File: src/rtl/fetch_dist_pkg.sv
package fetch_dist_pkg;
  localparam int OP_W    = 32;
  localparam int CWORD_W = 2 * OP_W;
  localparam logic [5:0] OPC_NOP     = 6'h00;
  localparam logic [5:0] OPC_SHUTOFF = 6'h3E;

  typedef struct packed {
    logic        stop;
    logic [5:0]  opc;
    logic [4:0]  rd;
    logic [4:0]  rs;
    logic        rsvd;
    logic [13:0] imm;
  } op_t;
endpackage

File: src/rtl/fd_len_scan.sv
module fd_len_scan
  import fetch_dist_pkg::*;
#(
  parameter int N_CLUSTERS = 4,
  localparam int LEN_W = $clog2(N_CLUSTERS + 1)
) (
  input  logic [N_CLUSTERS*CWORD_W-1:0] line_i,
  output logic [N_CLUSTERS-1:0]         keep_o,
  output logic [LEN_W-1:0]              len_o
);
  logic [N_CLUSTERS-1:0] stop_w;

  for (genvar w = 0; w < N_CLUSTERS; w++) begin : g_stop
    assign stop_w[w] = line_i[w*CWORD_W + OP_W - 1] | line_i[w*CWORD_W + CWORD_W - 1];
  end

  // serial scan: words up to and including the first stop belong to the bundle
  always_comb begin
    logic seen;
    seen   = 1'b0;
    keep_o = '0;
    len_o  = '0;
    for (int w = 0; w < N_CLUSTERS; w++) begin
      if (!seen) begin
        keep_o[w] = 1'b1;
        len_o     = len_o + LEN_W'(1);
      end
      if (stop_w[w]) seen = 1'b1;
    end
  end
endmodule

File: src/rtl/fd_shutoff_det.sv
module fd_shutoff_det
  import fetch_dist_pkg::*;
#(
  parameter int N_CLUSTERS = 4
) (
  input  logic [N_CLUSTERS*CWORD_W-1:0] line_i,
  input  logic [N_CLUSTERS-1:0]         keep_i,
  output logic                          hit_o,
  output logic [N_CLUSTERS-1:0]         vec_o
);
  localparam int N_OPS = 2 * N_CLUSTERS;

  logic [N_OPS-1:0] quiet;
  op_t              lead;

  assign lead = op_t'(line_i[OP_W-1:0]);

  for (genvar j = 0; j < N_OPS; j++) begin : g_op
    op_t o;
    assign o = op_t'(line_i[j*OP_W +: OP_W]);
    if (j == 0) begin : g_lead
      assign quiet[j] = 1'b1;
    end else begin : g_rest
      assign quiet[j] = !keep_i[j/2] || (o.opc == OPC_NOP);
    end
  end

  assign hit_o = (lead.opc == OPC_SHUTOFF) && (&quiet);
  assign vec_o = {lead.imm[N_CLUSTERS-1:1], 1'b0};
endmodule

File: src/rtl/fetch_distributor.sv
module fetch_distributor
  import fetch_dist_pkg::*;
#(
  parameter int              N_CLUSTERS = 4,
  parameter int              ADDR_W     = 32,
  parameter logic [ADDR_W-1:0] RESET_PC = '0
) (
  input  logic                          clk_i,
  input  logic                          rst_ni,
  input  logic [N_CLUSTERS*CWORD_W-1:0] bundle_i,
  input  logic                          bundle_valid_i,
  input  logic                          redirect_i,
  input  logic [ADDR_W-1:0]             redirect_target_i,
  output logic [ADDR_W-1:0]             fetch_addr_o,
  output logic [N_CLUSTERS*CWORD_W-1:0] cl_op_o,
  output logic [N_CLUSTERS-1:0]         cl_valid_o,
  output logic [ADDR_W-1:0]             link_addr_o,
  output logic [N_CLUSTERS-1:0]         shutoff_o,
  output logic                          shutoff_stb_o
);
  localparam int LEN_W = $clog2(N_CLUSTERS + 1);
  localparam int CW_SHIFT = $clog2(CWORD_W / 8);

  logic [N_CLUSTERS-1:0] keep, shut_vec, valid_q, shut_q;
  logic [LEN_W-1:0]      len;
  logic                  shut_hit, accept, issue, stb_q;
  logic [ADDR_W-1:0]     pc_q, link_q, next_pc;

  fd_len_scan #(.N_CLUSTERS(N_CLUSTERS)) i_len (
    .line_i(bundle_i), .keep_o(keep), .len_o(len)
  );

  fd_shutoff_det #(.N_CLUSTERS(N_CLUSTERS)) i_shut (
    .line_i(bundle_i), .keep_i(keep), .hit_o(shut_hit), .vec_o(shut_vec)
  );

  assign accept  = bundle_valid_i && !redirect_i;
  assign issue   = accept && !shut_hit;
  assign next_pc = pc_q + (ADDR_W'(len) << CW_SHIFT);

  always_ff @(posedge clk_i or negedge rst_ni) begin
    if (!rst_ni) begin
      pc_q    <= RESET_PC;
      link_q  <= RESET_PC;
      valid_q <= '0;
      shut_q  <= '0;
      stb_q   <= 1'b0;
    end else begin
      stb_q   <= accept && shut_hit;
      valid_q <= issue ? keep : '0;
      if (issue) link_q <= next_pc;
      if (accept && shut_hit) shut_q <= shut_vec;
      if (redirect_i)  pc_q <= redirect_target_i;
      else if (accept) pc_q <= next_pc;
    end
  end

  // per-cluster operand registers load only for words inside the bundle
  for (genvar w = 0; w < N_CLUSTERS; w++) begin : g_cl
    logic [CWORD_W-1:0] op_q;
    always_ff @(posedge clk_i or negedge rst_ni) begin
      if (!rst_ni)                op_q <= '0;
      else if (issue && keep[w])  op_q <= bundle_i[w*CWORD_W +: CWORD_W];
    end
    assign cl_op_o[w*CWORD_W +: CWORD_W] = op_q;
  end

  // a taken branch squashes the presented bundle in the same cycle
  assign cl_valid_o    = valid_q & {N_CLUSTERS{!redirect_i}};
  assign fetch_addr_o  = pc_q;
  assign link_addr_o   = link_q;
  assign shutoff_o     = shut_q;
  assign shutoff_stb_o = stb_q;

  a_r7_target: assert property (@(posedge clk_i) disable iff (!rst_ni)
    redirect_i |=> fetch_addr_o == $past(redirect_target_i));

  a_r8_hold: assert property (@(posedge clk_i) disable iff (!rst_ni)
    (!bundle_valid_i && !redirect_i) |=> $stable(fetch_addr_o));

  a_r5_no_issue: assert property (@(posedge clk_i) disable iff (!rst_ni)
    shutoff_stb_o |-> valid_q == '0);

  a_r2_contig: assert property (@(posedge clk_i) disable iff (!rst_ni)
    ((valid_q + N_CLUSTERS'(1)) & valid_q) == '0);

  a_r9_link: assert property (@(posedge clk_i) disable iff (!rst_ni)
    (|valid_q) |-> link_addr_o == fetch_addr_o);

  a_r5_keep_c0: assert property (@(posedge clk_i) disable iff (!rst_ni)
    shutoff_stb_o |-> !shutoff_o[0]);
endmodule

File: config.mk
export PLATFORM = sky130hd
export DESIGN_NAME = fetch_distributor
export DESIGN_NICKNAME = d
export VERILOG_FILES = /design/src/rtl/fetch_dist_pkg.sv /design/src/rtl/fd_len_scan.sv /design/src/rtl/fd_shutoff_det.sv /design/src/rtl/fetch_distributor.sv
export SDC_FILE = /design/constraint.sdc
export NUM_CORES = 1
export LEC_CHECK = 0
export ABC_AREA = 1
export CORE_AREA = 2 2 242 244
export DETAILED_ROUTE_END_ITERATION = 7
export DIE_AREA = 0 0 244 246
export DONT_BUFFER_PORTS = 1
export GPL_TIMING_DRIVEN = 0
export PLACE_DENSITY = 0.4
export SYNTH_ARGS = -nofsm -noshare
export SYNTH_HDL_FRONTEND = slang
export SYNTH_SLANG_ARGS = --single-unit
File: constraint.sdc
create_clock -name clk_i -period 1.75 [get_ports clk_i]
set_input_delay 0.175 -clock clk_i [delete_from_list [all_inputs] [get_ports clk_i]]
set_output_delay 0.175 -clock clk_i [all_outputs]
set_load 0.05 [all_outputs]
==> results by group <==
Outcome
  • Outcome: complete, but fails checks
  • Failing checks: hold timing, setup timing

Critical path
  • Crit path buffers/inverters: 2
  • Crit-path leading delay family: simple AND/OR/NAND/NOR gates
  • WP data required: 2180 ps
  • Largest fanout on the critical path: 5
  • CP max stage cell: dfrtp_4
  • CP Data Arrival Time: about 2700 ps
  • Startpoint types: flop
  • Crit-path max cell delay: 580 ps
  • Critical path class: flop to flop
  • Crit end category: flop
  • Crit-path cells: ha_4 > inv_2 > fa_2 > inv_2 > nand2_2 > nand2_2 > nand2_4 > nor2_4 > nand3_4 > xor2_2 > nand2_1 > nand3_1

Logic synthesis
  • Synth warn: 0
  • Post-Syn Area per Cell: ~8.5 um^2
  • Post-synthesis cell count: 1677
  • Post-synth cell types: 30
  • Mapped cell area: 0.0142 mm^2
  • Flops & latches, synth: about 330
  • Register area share after synthesis: 57.8%
  • Post-Syn Nets: just under 2k

Floorplanning
  • Initial Util: between 20% and 30%
  • Chip Width: 244 um
  • # rows: 88
  • Core Area: between 0.05 and 0.06 mm^2
  • Die height: roughly 250 um
  • Top Ports: 621
  • Die area: 0.0600 mm^2

Finish
  • # fillers: 5958
  • Finished Cell Area: slightly above 0.02 mm^2
  • Core Util, Final: 35.1%
  • Layout cells sized above 1: 12.8%
  • Final layout net count: 2322
  • P&R area growth vs syn: 41.6%
  • Area occupied by multi-input gates: 0.00571 mm^2
  • Register area: 0.00826 mm^2

Global routing
  • Gr usage total: 19.9%
  • Peak-usage layer in the global routing report: met2
  • Vias in the first global route: 13.8k
  • Largest net degree at the start of global routing: 329
  • M3 GR Usage: under 10%
  • Total gr overflow: 0
  • GR Layer Usage met1: approximately a quarter
  • Initial antenna violation count: 3
  • First-pass GRT wire length: 90.3 mm
  • M2 GR Usage: between 30% and 40%

Drt
  • DRT Pass-1 Iters: 5
  • Drt drc: 0
  • Routed wire per std cell: approximately 22 um
  • Vias after detailed routing: about 13k
  • Initial detailed-routing violation count: 753
  • WL final: slightly above 60 mm
  • Antenna-violating nets left: 0
  • Via/cell ratio: 4.67

Timing
  • Final Slew Violations: 0
  • Final period util: 127%
  • Worst Tran Pin Value: about 860 ps
  • Setup-failing EPs final: 51
  • Final Hold Fails: 328
  • Min cycle time layout: 2220 ps
  • Worst hold slack: -676 ps
  • Layout Skew: 21.3 ps
  • Slew headroom: 42.5%
  • Final setup TNS: -12350 ps
  • Final worst slack: -466 ps
  • Peak Freq: about 0.45 GHz
  • RSZ-0062 raised after global routing: yes

Clocking
  • Worst-path clk slew: 60 ps
  • H-tree lvl count: 2
  • Worst skew pair latency: 560 ps
  • CTS Buf Count: 41
  • Sink Count: 328
  • Root buffer cell: clkbuf_16
  • CTS tree: done
  • Clk buf depth: 3
  • Number of hold buffers added after cts: just under 300

Place
  • Gpl congestion: just under 0.9
  • HPWL after DPL: between 40 and 50 mm
  • Post-Place Setup Slack: -788 ps
  • Placed Area: roughly 0.015 mm^2
  • Port-buffer cells: 0

Hold path
  • Hold crit path type: input pin to asynchronous set/reset pin

Flow run
  • Max-Cap Viols: 0

Power and ir drop
  • Pwr dens: 1220 mW/mm^2
  • VDD IR-drop max: 0.000690 V
  • Cell leakage power: 9.75 nW
cell usage in the layout, fill, tap and decap left out, types with 3 or more instances in the layout:
master	n
a22oi_1	6
buf_1	4
buf_2	43
buf_4	25
buf_6	10
bufinv_16	3
clkbuf_1	56
clkbuf_16	43
clkbuf_2	5
clkbuf_8	8
clkinv_2	7
dfrtp_1	306
dfrtp_2	12
dfrtp_4	10
dlygate4sd3_1	289
ha_4	3
inv_1	34
inv_2	14
nand2_1	772
nand2_2	18
nand2_4	7
nand3_1	29
nand3b_1	5
nand4_1	196
nor2_1	57
nor2_2	7
nor2_4	10
o211ai_1	9
o21ai_0	15
o21ai_1	9
o21ai_2	6
xnor2_2	7
xor2_2	8
cell families after synthesis:
logic type / share of synthesized area (%)
AOI/OAI and AO/OA: 1.92
xor gates and xnor gates: 1.11
adders and majority gates: 0.405
buffers and inverters: 5.23
DFF: 57.8
other: 0.0264
and+or+nand+nor: 33.5
flip-flops by register name, summed over array words and instances, names as in the netlist:
signal         cells
fetch_addr_o      32
shutoff_stb_o      1
g_cl.op_q        256
link_addr_o       32
shutoff_o          3
valid_q            4
report_power, final:
group	switching [mW]	internal [mW]	total, mW
registers	4.97	8.58	13.6
logic	1.23	1.10	2.32
clock network	3.48	5.28	8.77
per-layer routing:
| layer | share of wire [%] | vias up |
|---|---|---|
| met2 | 50 | 471 |
| met5 | 0.033 | - |
| met1 | 39 | 6438 |
| li1 | - | 6161 |
| met4 | 2.6 | 4 |
| met3 | 8.4 | 98 |
timing repair:
action / 4_1_cts / 5_1_grt
buffers inserted: 11 / 8
hold endpoints to repair: 619 / 328
endpoints found under the setup margin: 145 / 102
pin swaps: 28 / 23
resized for setup: 62 / 63
Yosys cell counts (all sizes together):
cell type / n / area share, %
nand3: 33 / 1.2
a22oi: 6 / 0.32
nor2: 74 / 2.0
clkbuf: 52 / 1.4
o21ai: 30 / 1.1
dfrtp: 328 / 58
nor3: 4 / 0.14
xor2: 9 / 0.55
buf: 66 / 2.6
nand3b: 5 / 0.26
conb: 1 / 0.026
inv: 48 / 1.3
nor3b: 1 / 0.053
or2: 1 / 0.044
o211ai: 9 / 0.48
a21oi: 2 / 0.070
fa: 1 / 0.14
xnor2: 9 / 0.55
nand2: 798 / 21
ha: 3 / 0.26
and2: 1 / 0.044
nand4: 196 / 8.6
layout make-up:
cell class,instances,area share (%)
Inverter,48,0.895
Sequential cell,328,41.1
Buffer,118,2.89
Antenna cell,1,0.0124
Tap cell,765,4.76
Multi-Input combinational cell,1183,28.4
Timing Repair Buffer,306,15.2
Clock buffer,60,6.06
Clock inverter,14,0.790
per-stage QoR:
stage               power (mW)  instances
finish                    24.6       2823
global route              25.7       2823
CTS                       24.9       2816
detailed placement        15.3       2442
global placement          15.3       2442
floorplan                 14.4       1677
path summary, 6_finish.rpt:
kind | from | to | slack [ps] | cells past startpoint
worst max-delay path | fetch_addr_o[3] | fetch_addr_o[17] | -470 | 12
worst min-delay path | rst_ni | g_cl[0].op_q[9] | -680 | 0
worst max register to register | fetch_addr_o[3] | fetch_addr_o[17] | -470 | 12
worst min register to register | fetch_addr_o[2] | fetch_addr_o[2] | 550 | 2
max in group asynchronous | rst_ni | g_cl[2].op_q[43] | 1710 | 0
min in group clk_i | bundle_i[31] | g_cl[1].op_q[60] | 70 | 4
No activity file was read; power rests on OpenSTA's default activity.
